### src/rtl/hwlock_pkg.sv
`timescale 1ns/1ps
package hwlock_pkg;
  localparam int unsigned DATA_W     = 32;
  localparam int unsigned LOCK_BASE  = 32'h0000_0800;
  localparam int unsigned STATUS_OFF = 32'h0000_0014;
  localparam int unsigned CNT_LSB    = 24;
  localparam int unsigned LOCK_UNIT  = 32;

  function automatic logic count_ok(input int unsigned n);
    return (n == 32) || (n == 64) || (n == 128) || (n == 256);
  endfunction

  function automatic logic [DATA_W-1:0] status_word(input int unsigned n);
    return DATA_W'(n / LOCK_UNIT) << CNT_LSB;
  endfunction
endpackage

### src/rtl/hwlock_decode.sv
`timescale 1ns/1ps
module hwlock_decode
  import hwlock_pkg::*;
#(
  parameter int unsigned ADDR_W    = 12,
  parameter int unsigned NUM_LOCKS = 32,
  parameter int unsigned IDX_W     = 5
) (
  input  logic [ADDR_W-1:0] addr,
  output logic              is_lock,
  output logic              is_status,
  output logic [IDX_W-1:0]  idx
);
  localparam int unsigned LOCK_END = LOCK_BASE + 4 * NUM_LOCKS;

  logic [31:0] byte_addr;

  always_comb begin
    byte_addr = 32'(addr);
    is_lock   = (byte_addr >= LOCK_BASE) && (byte_addr < LOCK_END) &&
                (byte_addr[1:0] == 2'b00);
    is_status = (byte_addr == STATUS_OFF);
    idx       = IDX_W'((byte_addr - LOCK_BASE) >> 2);
  end
endmodule

### src/rtl/hwlock_arb.sv
`timescale 1ns/1ps
module hwlock_arb #(
  parameter int unsigned NUM_REQ = 2
) (
  input  logic [NUM_REQ-1:0] want,
  output logic [NUM_REQ-1:0] grant
);
  always_comb begin
    grant = '0;
    for (int k = 0; k < NUM_REQ; k++) begin
      if (want[k] && (grant == '0)) grant[k] = 1'b1;
    end
  end
endmodule

### src/rtl/hwlock_cell.sv
`timescale 1ns/1ps
module hwlock_cell (
  input  logic clk,
  input  logic rst_n,
  input  logic take,
  input  logic rel_i,
  output logic taken_q
);
  logic taken_d;
  logic taken_en;

  always_comb begin
    taken_en = take | rel_i;
    taken_d  = take;
  end

  always_ff @(posedge clk or negedge rst_n) begin
    if (!rst_n)        taken_q <= 1'b0;
    else if (taken_en) taken_q <= taken_d;
  end
endmodule

### src/rtl/hwlock_bank.sv
`timescale 1ns/1ps
module hwlock_bank
  import hwlock_pkg::*;
#(
  parameter int unsigned NUM_LOCKS = 32,
  parameter int unsigned NUM_REQ   = 2,
  parameter int unsigned ADDR_W    = 12
) (
  input  logic                       clk,
  input  logic                       rst_n,
  input  logic [NUM_REQ*ADDR_W-1:0]  bus_addr,
  input  logic [NUM_REQ-1:0]         bus_rd,
  input  logic [NUM_REQ-1:0]         bus_wr,
  input  logic [NUM_REQ*DATA_W-1:0]  bus_wdata,
  output logic [NUM_REQ*DATA_W-1:0]  bus_rdata
);
  localparam int unsigned IDX_W = $clog2(NUM_LOCKS);
  localparam logic [DATA_W-1:0] STATUS_WORD = status_word(NUM_LOCKS);

  if (!count_ok(NUM_LOCKS)) begin : g_bad_count
    $error("hwlock_bank: NUM_LOCKS must be 32, 64, 128 or 256");
  end

  // reset: asynchronous assertion, synchronous release
  logic rst_meta_q;
  logic rst_sync_n;

  always_ff @(posedge clk or negedge rst_n) begin
    if (!rst_n) {rst_sync_n, rst_meta_q} <= 2'b00;
    else        {rst_sync_n, rst_meta_q} <= {rst_meta_q, 1'b1};
  end

  // per-requester address decode
  logic [NUM_REQ-1:0] is_lock;
  logic [NUM_REQ-1:0] is_stat;
  logic [NUM_REQ-1:0] rd_lock;
  logic [NUM_REQ-1:0] wr_rel;
  logic [IDX_W-1:0]   idx [NUM_REQ];

  for (genvar k = 0; k < NUM_REQ; k++) begin : g_req
    hwlock_decode #(
      .ADDR_W   (ADDR_W),
      .NUM_LOCKS(NUM_LOCKS),
      .IDX_W    (IDX_W)
    ) u_dec (
      .addr     (bus_addr[k*ADDR_W +: ADDR_W]),
      .is_lock  (is_lock[k]),
      .is_status(is_stat[k]),
      .idx      (idx[k])
    );
    assign rd_lock[k] = bus_rd[k] & is_lock[k];
    assign wr_rel[k]  = bus_wr[k] & is_lock[k] &
                        (bus_wdata[k*DATA_W +: DATA_W] == '0);
  end

  // per-lock arbitration and state
  logic [NUM_LOCKS-1:0] lock_q;
  logic [NUM_REQ-1:0]   grant_mat [NUM_LOCKS];

  for (genvar j = 0; j < NUM_LOCKS; j++) begin : g_lock
    logic [NUM_REQ-1:0] want;
    logic [NUM_REQ-1:0] rel;

    always_comb begin
      for (int k = 0; k < NUM_REQ; k++) begin
        want[k] = rd_lock[k] && (idx[k] == IDX_W'(j)) && !lock_q[j];
        rel[k]  = wr_rel[k]  && (idx[k] == IDX_W'(j));
      end
    end

    hwlock_arb #(.NUM_REQ(NUM_REQ)) u_arb (
      .want (want),
      .grant(grant_mat[j])
    );

    hwlock_cell u_cell (
      .clk    (clk),
      .rst_n  (rst_sync_n),
      .take   (|grant_mat[j]),
      .rel_i  (|rel),
      .taken_q(lock_q[j])
    );
  end

  // which requesters won a lock this cycle
  logic [NUM_REQ-1:0] won;

  always_comb begin
    won = '0;
    for (int j = 0; j < NUM_LOCKS; j++) won = won | grant_mat[j];
  end

  // read data
  for (genvar k = 0; k < NUM_REQ; k++) begin : g_rdata
    logic [DATA_W-1:0] rd_word;

    always_comb begin
      rd_word = '0;
      if (bus_rd[k] && is_stat[k]) rd_word = STATUS_WORD;
      else if (rd_lock[k])         rd_word = {{(DATA_W-1){1'b0}}, ~won[k]};
    end

    assign bus_rdata[k*DATA_W +: DATA_W] = rd_word;
  end
endmodule

### config.mk
export PLATFORM = sky130hd
export DESIGN_NAME = hwlock_bank
export DESIGN_NICKNAME = d
export VERILOG_FILES = /design/src/rtl/hwlock_pkg.sv /design/src/rtl/hwlock_decode.sv /design/src/rtl/hwlock_arb.sv /design/src/rtl/hwlock_cell.sv /design/src/rtl/hwlock_bank.sv
export SDC_FILE = /design/constraint.sdc
export NUM_CORES = 1
export LEC_CHECK = 0
export ABC_AREA = 1
export BUFFER_PORTS_ARGS = -buffer_cell sky130_fd_sc_hd__buf_2
export CAP_MARGIN = 25
export CORE_ASPECT_RATIO = 1.5
export CORE_MARGIN = 2
export CORE_UTILIZATION = 36
export DETAILED_ROUTE_END_ITERATION = 8
export GPL_ROUTABILITY_DRIVEN = 0
export HOLD_SLACK_MARGIN = 0.08
export PLACE_DENSITY_LB_ADDON = 0.08
export SETUP_SLACK_MARGIN = 0.15
export SLEW_MARGIN = 20
export SYNTH_ARGS = -nofsm -noshare
export SYNTH_HDL_FRONTEND = slang
export SYNTH_SLANG_ARGS = --single-unit
export TNS_END_PERCENT = 20
### constraint.sdc
create_clock -name clk -period 2.1 [get_ports clk]
set_input_delay 0.21 -clock clk [delete_from_list [all_inputs] [get_ports clk]]
set_output_delay 0.21 -clock clk [all_outputs]
set_load 0.005 [all_outputs]
==> flow_summary.json, run 1 <==
{
  "ios": 158,
  "clockBufferDepth": 2,
  "arrival_ns": 1.86,
  "initial_core_util_pct": 37.2,
  "crit_path_start_kind": "input port",
  "cpMaxStageDelayCell": "nor3_4",
  "dpl.cell_count": 912,
  "cts_inserted_buffers": 5,
  "stdcell_count": 935,
  "final_common_cell": "nand2_1",
  "diodes": 0,
  "hold_path_class": "reg -> async",
  "track_usage_pct": 24.6,
  "critPathLaunch": "bus_addr[1]",
  "die-width_um": 89.7,
  "die_area_um2": 11900,
  "crit_path_max_incr_delay_ns": 0.22,
  "period_share_pct": 98.5,
  "crit_required_ns": 1.89,
  "fmax_mhz": 484,
  "gr-usage-met1_pct": 26.3,
  "drc": 0,
  "die_h_um": 133,
  "hpwl_mm": 10.5,
  "avgSynthCellArea_um2": 6.01,
  "use_met3_pct": 3.24,
  "ys_seq_area_share_pct": 21.5,
  "clock-sinks": 34,
  "r2r_cells": 4,
  "placedInstanceArea_um2": 4660,
  "slew_viol_final": 0,
  "fin_area_um2": 5190,
  "drt_first_pass_iters": 5,
  "grt_max_degree": 32,
  "vias": 4926,
  "h-tree-depth": 2,
  "skew_ns": 0.00767,
  "postRouteAntennaNets": 0,
  "ys_warn_count": 0,
  "path_clk_slew_ns": 0.06,
  "synth-seq-cells": 34,
  "core_um2": 10600,
  "drt_iter0_markers": 285,
  "crit_top_cell": "nand2_1",
  "clk_latency_ns": 0.29,
  "grt_use_met2_pct": 45.0,
  "p_leak_nw": 2.41,
  "reg2reg_setup_slack_ns": 1.14,
  "path_cells": "buf_6 -> nor2_4 -> nand2_4 -> nor3_4 -> buf_6 -> clkbuf_16 -> clkbuf_16 -> nand3_2 -> nand2_1 -> nand2_1 -> nor3_2 -> nand2_1 -> nor2_2 -> buf_2",
  "power.density_nw_per_um2": 350,
  "ir_drop_v": 0.000371,
  "layout_common_cells": "nand2_1 (122), nand3_1 (94), nor2_1 (92), buf_2 (92), conb_1 (61)",
  "busiest_layer": "met2",
  "hold_violations": 0,
  "wl_per_cell_um": 16.2,
  "area_growth_pct": 31.0,
  "grt-ovfl-total": 0,
  "synth_cells": 660,
  "antenna_found_initial": 0,
  "grt_pass1_wl_mm": 22.6,
  "root_buffer": "clkbuf_16",
  "synth_area_um2": 3960,
  "cp_max_fo": 5,
  "reg2reg_from": "g_lock[11].u_cell.taken_q$_DFFE_PN0P_",
  "status": "finished clean",
  "via_per_inst": 5.27,
  "drive_gt1_share_pct": 27.1,
  "cap_violations": 0,
  "cts_tree": "built",
  "min_period_ns": 2.07,
  "rsz0062_at_grt": "yes",
  "portBuffers": 97,
  "fin_nets": 884,
  "critPathKind": "in -> out",
  "wirelength_mm": 15.1,
  "ys_types": 28,
  "setup_violations": 0,
  "num_rows": 46,
  "end_kind": "primary output",
  "grt_pass1_vias": 4716
}
## routing by layer
| layer | vias to the layer above | part of all wire (%) | routed length, um |
|---|---|---|---|
| met5 | - | 0 | 0 |
| met2 | 226 | 53 | 7960 |
| met4 | 0 | 4.5 | 684 |
| met1 | 2325 | 37 | 5540 |
| met3 | 49 | 6.1 | 925 |
| li1 | 2326 | - | - |
## report_power, final
| part | internal (mW) | switching [mW] | leakage, nW |
|---|---|---|---|
| registers | 0.667 | 0.0109 | 0.469 |
| clock network | 0.471 | 0.312 | 0.0739 |
| logic | 0.138 | 0.217 | 1.87 |
| total | 1.28 | 0.540 | 2.41 |
## final cells by class
class / count / area (um^2)
Tap cell: 144 / 180
Inverter: 63 / 236
Clock inverter: 1 / 5.00
Timing Repair Buffer: 149 / 1120
Fill cell: 1112 / 5460
Sequential cell: 34 / 851
Multi-Input combinational cell: 537 / 2660
Clock buffer: 7 / 143
## cells in the mapped netlist (all sizes together)
library cell  instances  share of area, %
clkinv                2              0.19
inv                  61               5.8
nand3b               23               4.4
dfrtp                34                21
conb                  2              0.19
nor4                 14               2.4
a31oi                12               1.9
nand4                20               3.2
nor3b                 2              0.38
nor2                113                12
nor3                 19               2.9
buf                  77                14
clkbuf                8              0.76
nand2               135                13
nand3               105                14
o21ai                18               2.3
nor4b                 1              0.22
a21oi                14               1.8
## final timing paths
| check | end |
|---|---|
| setup / recovery | bus_rdata[32] |
| hold / removal | g_lock[3].u_cell.taken_q$_DFFE_PN0P_ |
| setup reg to reg | g_lock[11].u_cell.taken_q$_DFFE_PN0P_ |
| hold reg to reg | g_lock[3].u_cell.taken_q$_DFFE_PN0P_ |
| max in group asynchronous | g_lock[31].u_cell.taken_q$_DFFE_PN0P_ |
| min in group clk | rst_sync_n$_DFF_PN0_ |
## sequential cells by signal, indices dropped and copies added, names as in the netlist
name                   count
g_lock.u_cell.taken_q     32
rst_meta_q                 1
rst_sync_n                 1
## critical path: cells and delay by family
family	cells	cell delay, ns
simple gates	9	0.99
buf+inv	5	0.67
## per-stage QoR
step	TNS [ns]	setup WS (ns)	power, mW	util [%]	hold slack, ns
2_1_floorplan	0	0.577	0.914	-	-0.0856
3_3_place_gp	0	0.0379	1.00	43.7	-0.00579
3_5_place_dp	-0.0133	-0.0133	1.01	43.7	-0.00251
4_1_cts	0	0.0615	1.80	46.9	0.176
5_1_grt	-0.121	-0.0832	1.88	48.8	0.192
6_report	0	0.0319	1.82	48.8	0.154
## repair_timing
| action | in CTS | in global routing |
|---|---|---|
| endpoints found under the hold margin | 2 | 0 |
| cloned | 3 | 2 |
| setup buffers | 4 | 5 |
| hold buffers | 1 | 0 |
| endpoints found under the setup margin | 2 | 2 |
| pin swaps | 7 | 25 |
| gates resized for setup | 16 | 25 |
## cell families (layout without fill, tap and decap cells)
group           Yosys count  count (layout)  synth area share (%)
flops                    34              34                  21.5
buf+inv                 148             220                  20.3
simple gates            432             432                  52.1
other cells               2              61                 0.189
compound gates           44              44                  5.93
(Power assumes the default switching activity.)
==> run 2: changes to the inputs <==
--- a/config.mk
+++ b/config.mk
@@ -6,12 +6,12 @@
 export NUM_CORES = 1
 export LEC_CHECK = 0
 export ABC_AREA = 1
-export BUFFER_PORTS_ARGS = -buffer_cell sky130_fd_sc_hd__buf_2
 export CAP_MARGIN = 25
 export CORE_ASPECT_RATIO = 1.5
 export CORE_MARGIN = 2
 export CORE_UTILIZATION = 36
 export DETAILED_ROUTE_END_ITERATION = 8
+export DONT_BUFFER_PORTS = 1
 export GPL_ROUTABILITY_DRIVEN = 0
 export HOLD_SLACK_MARGIN = 0.08
 export PLACE_DENSITY_LB_ADDON = 0.08
==> flow_summary.json, run 2 (same netlist as run 1, synthesis figures left out) <==
{
  "cpMaxStageDelayCell": "nor3_4",
  "crit_end": "bus_rdata[32]",
  "grt_pass1_vias": 4307,
  "drt_first_pass_iters": 5,
  "die_h_um": 133,
  "cp_top_family": "simple AND/OR/NAND/NOR gates",
  "diodes": 0,
  "cp_num_cells": 13,
  "wl_per_cell_um": 17.6,
  "p_leak_nw": 1.84,
  "initial_core_util_pct": 37.2,
  "via_per_inst": 5.37,
  "core_um2": 10600,
  "final_common_cell": "nand2_1",
  "rsz0062_at_grt": "yes",
  "crit_path_start_kind": "input port",
  "layout_common_cells": "nand2_1 (124), nand3_1 (98), nor2_1 (95)",
  "critPathKind": "in -> out",
  "clk_latency_ns": 0.29,
  "postRouteAntennaNets": 0,
  "hold_path_class": "in -> async",
  "crit_path_max_incr_delay_ns": 0.31,
  "fin_nets": 759,
  "path_clk_slew_ns": 0.06,
  "num_rows": 46,
  "min_period_ns": 1.96,
  "vias": 4346,
  "die-width_um": 89.7,
  "area_growth_pct": 9.19,
  "crit_required_ns": 1.89,
  "wirelength_mm": 14.3,
  "end_kind": "primary output",
  "track_usage_pct": 23.3,
  "worst_pin_slew_ns": 0.685,
  "clockBufferDepth": 2,
  "crit_buf_inv": 2,
  "cts_tree": "built",
  "crit_top_cell": "nand2_1",
  "grt_pass1_wl_mm": 21.2,
  "cap_violations": 0,
  "r2r_end": "g_lock[7].u_cell.taken_q$_DFFE_PN0P_",
  "grt-ovfl-total": 0,
  "ios": 158,
  "cp_max_fo": 6,
  "ir_drop_v": 0.000351,
  "hpwl_mm": 9.90,
  "path_cells": "nor2_4 -> nand2_2 -> nor3_4 -> buf_12 -> clkbuf_16 -> nand2_4 -> nand2_2 -> nand2_1 -> nor2_1 -> nand2_1 -> nor2_2 -> nand2_1 -> nor2_2",
  "setup_violations": 0,
  "hold_violations": 0,
  "status": "finished clean",
  "grt_max_degree": 49,
  "setup_tns_ns": 0,
  "reg2reg_from": "g_lock[7].u_cell.taken_q$_DFFE_PN0P_",
  "period_share_pct": 93.1,
  "reg2reg_setup_slack_ns": 1.15,
  "arrival_ns": 1.75,
  "cts_inserted_buffers": 5,
  "portBuffers": 0,
  "slew_viol_final": 0,
  "h-tree-depth": 2,
  "largest_register_ffs": 32,
  "die_area_um2": 11900,
  "drt_iter0_markers": 306,
  "critPathLaunch": "bus_addr[7]",
  "power.density_nw_per_um2": 406,
  "holdWs_ns": 0.140,
  "skew_ns": 0.00455,
  "antenna_found_initial": 0,
  "r2r_cells": 4,
  "relSlewSlack_pct": 54.2,
  "drive_gt1_share_pct": 12.3,
  "top_register": "g_lock.u_cell.taken_q",
  "fmax_mhz": 511,
  "root_buffer": "clkbuf_16",
  "clock-sinks": 34,
  "drc": 0
}
==> run 2: per-layer routing <==
layer  wire [um]  vias to the layer above  track usage [%]
li1            -                     2073                -
met1        5460                     2007             27.3
met2        7350                      225             40.8
met3         945                       41             3.37
met4         509                        0             9.54
met5           0                        -                0
==> run 2: final cells by class <==
| type | count | area [um^2] |
|---|---|---|
| Fill cell | 1155 | 6320 |
| Multi-Input combinational cell | 537 | 2610 |
| Sequential cell | 34 | 851 |
| Timing Repair Buffer | 24 | 289 |
| Inverter | 63 | 238 |
| Tap cell | 144 | 180 |
| Clock buffer | 5 | 125 |
| Clock inverter | 3 | 40.0 |
==> run 2: repair_timing <==
action                                  CTS  global route
hold buffers                              1             0
hold endpoints to repair                  2             0
endpoints found under the setup margin    0             1
buffers inserted                          0             5
gates resized for setup                   0            21
==> run 2: how the worst min path moves through the flow <==
stage,startpoint,endpoint,cells after the start,slack [ns]
floorplan,rst_n,rst_meta_q$_DFF_PN0_,0,-0.09
global placement,rst_n,rst_meta_q$_DFF_PN0_,0,-0.09
detailed placement,rst_n,rst_sync_n$_DFF_PN0_,0,-0.09
CTS,rst_n,rst_sync_n$_DFF_PN0_,1,0.14
global route,rst_n,rst_sync_n$_DFF_PN0_,1,0.15
finish,rst_n,rst_meta_q$_DFF_PN0_,1,0.14
==> run 2: worst register-to-register path: cells and delay by family, from the launching register on <==
kind / cells / cell delay (ns)
DFF: 1 / 0.39
AOI/OAI and AO/OA: 1 / 0.07
and+or+nand+nor: 3 / 0.44
==> run 2: where the power goes <==
part           leakage (nW)  internal (mW)  total, mW  switching (mW)
combinational          1.29         0.0495      0.207           0.158
sequential            0.469          0.667      0.675         0.00811
clock                0.0836          0.556      0.876           0.320
total                  1.84           1.27       1.76           0.486
==> run 2: metrics by stage <==
step                instance area [um^2]  utilization, %  cells  power [mW]  worst slack [ns]
finish                              4330            40.6    810        1.76             0.145
global route                        4330            40.6    810        1.83            0.0732
CTS                                 4130            38.7    801        1.77             0.162
detailed placement                  3950            37.1    792       0.884             0.162
global placement                    3950            37.1    792       0.882             0.182
floorplan                           4190               -    719       0.914             0.577
==> run 3: changes to the inputs <==
==> constraint.sdc (replaced) <==
create_clock -name clk -period 2.1 [get_ports clk]
set_input_delay 0.315 -clock clk [delete_from_list [all_inputs] [get_ports clk]]
set_output_delay 0.315 -clock clk [all_outputs]
set_load 0.005 [all_outputs]
==> flow_summary.json, run 3 (same netlist as run 1, synthesis figures left out) <==
{
  "cpMaxStageDelayCell": "nor3_4",
  "h-tree-depth": 2,
  "combPwrFrac_pct": 13.4,
  "wl_per_cell_um": 16.9,
  "period_share_pct": 97.9,
  "path_clk_slew_ns": 0.06,
  "setup_tns_ns": 0,
  "drt_first_pass_iters": 5,
  "hpwl_mm": 10.3,
  "end_kind": "primary output",
  "antenna_found_initial": 0,
  "busiest_layer": "met2",
  "ios": 158,
  "crit_path_max_incr_delay_ns": 0.22,
  "cts_inserted_buffers": 5,
  "via_per_inst": 5.30,
  "root_buffer": "clkbuf_16",
  "placedInstanceArea_um2": 4170,
  "pwr-share-seq_pct": 41.4,
  "path_cells": "nor2_4 -> nand2_2 -> nor3_4 -> buf_6 -> buf_6 -> buf_16 -> nand2_2 -> nand2_1 -> nand2_1 -> nor2_1 -> nand2_1 -> nor2_2 -> nand2_1 -> nor2_2",
  "crit_top_cell": "nand2_1",
  "setup_violations": 0,
  "p_leak_nw": 1.92,
  "clockBufferDepth": 2,
  "diodes": 0,
  "postLayoutSetupSlackWorst_ns": 0.0438,
  "num_rows": 46,
  "fillerInstances": 1134,
  "skew_ns": 0.00891,
  "ir_drop_v": 0.000289,
  "layout_common_cells": "nand2_1 (126), nor2_1 (92), nand3_1 (92)",
  "core_um2": 10600,
  "fin_nets": 784,
  "rsz0062_at_grt": "yes",
  "die_area_um2": 11900,
  "cp_max_fo": 5,
  "dpl.cell_count": 818,
  "p_int_mw": 1.16,
  "postRouteAntennaNets": 0,
  "grt_max_degree": 33,
  "area_growth_pct": 15.1,
  "netSwitchingPower_mw": 0.474,
  "power.density_nw_per_um2": 357,
  "hold_violations": 0,
  "final_common_cell": "nand2_1",
  "grt-ovfl-total": 0,
  "die-width_um": 89.7,
  "swShare_pct": 29.1,
  "min_period_ns": 2.06,
  "crit_path_start_kind": "input port",
  "clk_latency_ns": 0.29,
  "vias": 4418,
  "die_h_um": 133,
  "status": "finished clean",
  "fmax_mhz": 486,
  "top_register": "g_lock.u_cell.taken_q",
  "use_met3_pct": 3.37,
  "cap_violations": 0,
  "cts_tree": "built",
  "arrival_ns": 1.74,
  "grt_pass1_wl_mm": 21.5,
  "hold_path_class": "in -> reg",
  "clock-sinks": 34,
  "worst_pin_slew_ns": 0.594,
  "wirelength_mm": 14.1,
  "power.total_mw": 1.63,
  "largest_register_ffs": 32,
  "pre_cts_ws_ns": -0.0329,
  "p_clk_share_pct": 45.2,
  "portBuffers": 0,
  "grt_use_met2_pct": 42.0,
  "track_usage_pct": 23.7,
  "crit_buf_inv": 3,
  "critPathKind": "in -> out",
  "gr-usage-met1_pct": 27.7,
  "initial_core_util_pct": 37.2,
  "slew_viol_final": 0,
  "drive_gt1_share_pct": 16.4,
  "relSlewSlack_pct": 60.3,
  "drt_iter0_markers": 285,
  "grt_pass1_vias": 4152,
  "fin_area_um2": 4560,
  "crit_required_ns": 1.78,
  "drc": 0,
  "stdcell_count": 834,
  "cp_top_family": "simple AND/OR/NAND/NOR gates"
}
run 3: cell types whose count changed in the layout (fill, tap and decap cells not counted), moves of 2 or more:
cell	change
nand2_1	+2
nor2_1	-3
clkbuf_16	-2
buf_4	+19
nand3_2	+5
buf_6	+5
buf_16	+2
nand2_4	-3
nor2_4	+3
nand3_1	-6
run 3: path summary, 6_finish.rpt:
check / endpoint / slack, ns / depth (start not counted) / from
max in group asynchronous: g_lock[31].u_cell.taken_q$_DFFE_PN0P_ / 1.46 / 1 / rst_sync_n$_DFF_PN0_
min in group asynchronous: rst_meta_q$_DFF_PN0_ / 0.26 / 1 / rst_n
setup / recovery: bus_rdata[32] / 0.04 / 14 / bus_addr[0]
hold reg to reg: g_lock[2].u_cell.taken_q$_DFFE_PN0P_ / 0.29 / 1 / rst_sync_n$_DFF_PN0_
setup reg to reg: g_lock[13].u_cell.taken_q$_DFFE_PN0P_ / 1.12 / 4 / g_lock[13].u_cell.taken_q$_DFFE_PN0P_
hold / removal: g_lock[29].u_cell.taken_q$_DFFE_PN0P_ / 0.24 / 3 / bus_addr[18]
run 3: through the flow:
stage	hold slack [ns]	util [%]
detailed placement	0.0195	39.2
CTS	0.244	41.8
floorplan	0.0194	-
global route	0.267	42.8
global placement	0.0195	39.2
finish	0.241	42.8
run 3: worst register-to-register path, cell delays in order (launching register included):
cell and delay (ns):
dfrtp_1 0.39, nor3_2 0.07, buf_4 0.13, a31oi_1 0.16, o21ai_0 0.11
run 3: final cells by class:
cell class | count | area [um^2] | area share, %
Tap cell | 144 | 180 | 3.95
Inverter | 63 | 239 | 5.24
Sequential cell | 34 | 851 | 18.7
Multi-Input combinational cell | 537 | 2640 | 58.0
Timing Repair Buffer | 49 | 513 | 11.2
Clock inverter | 2 | 10.0 | 0.219
Clock buffer | 5 | 125 | 2.74
run 3: routing by layer:
metal | vias up | wire length [um]
li1 | 2123 | -
met1 | 2055 | 5410
met2 | 199 | 7410
met3 | 41 | 750
met4 | 0 | 530
met5 | - | 0
run 3: timing repair:
action,4_1_cts,5_1_grt
setup endpoints to repair,2,2
hold endpoints to repair,2,0
pin swaps,6,14
resized for setup,15,24
hold buffers,1,0
buffers inserted,4,1
gates cloned,2,1
run 3: power by group through the flow:
stage | Combinational (mW) | Sequential (mW) | Clock (mW)
6_report | 0.219 | 0.675 | 0.736
5_1_grt | 0.252 | 0.676 | 0.777
4_1_cts | 0.210 | 0.675 | 0.759
3_5_place_dp | 0.204 | 0.687 | 0
3_3_place_gp | 0.202 | 0.686 | 0
2_1_floorplan | 0.221 | 0.693 | 0
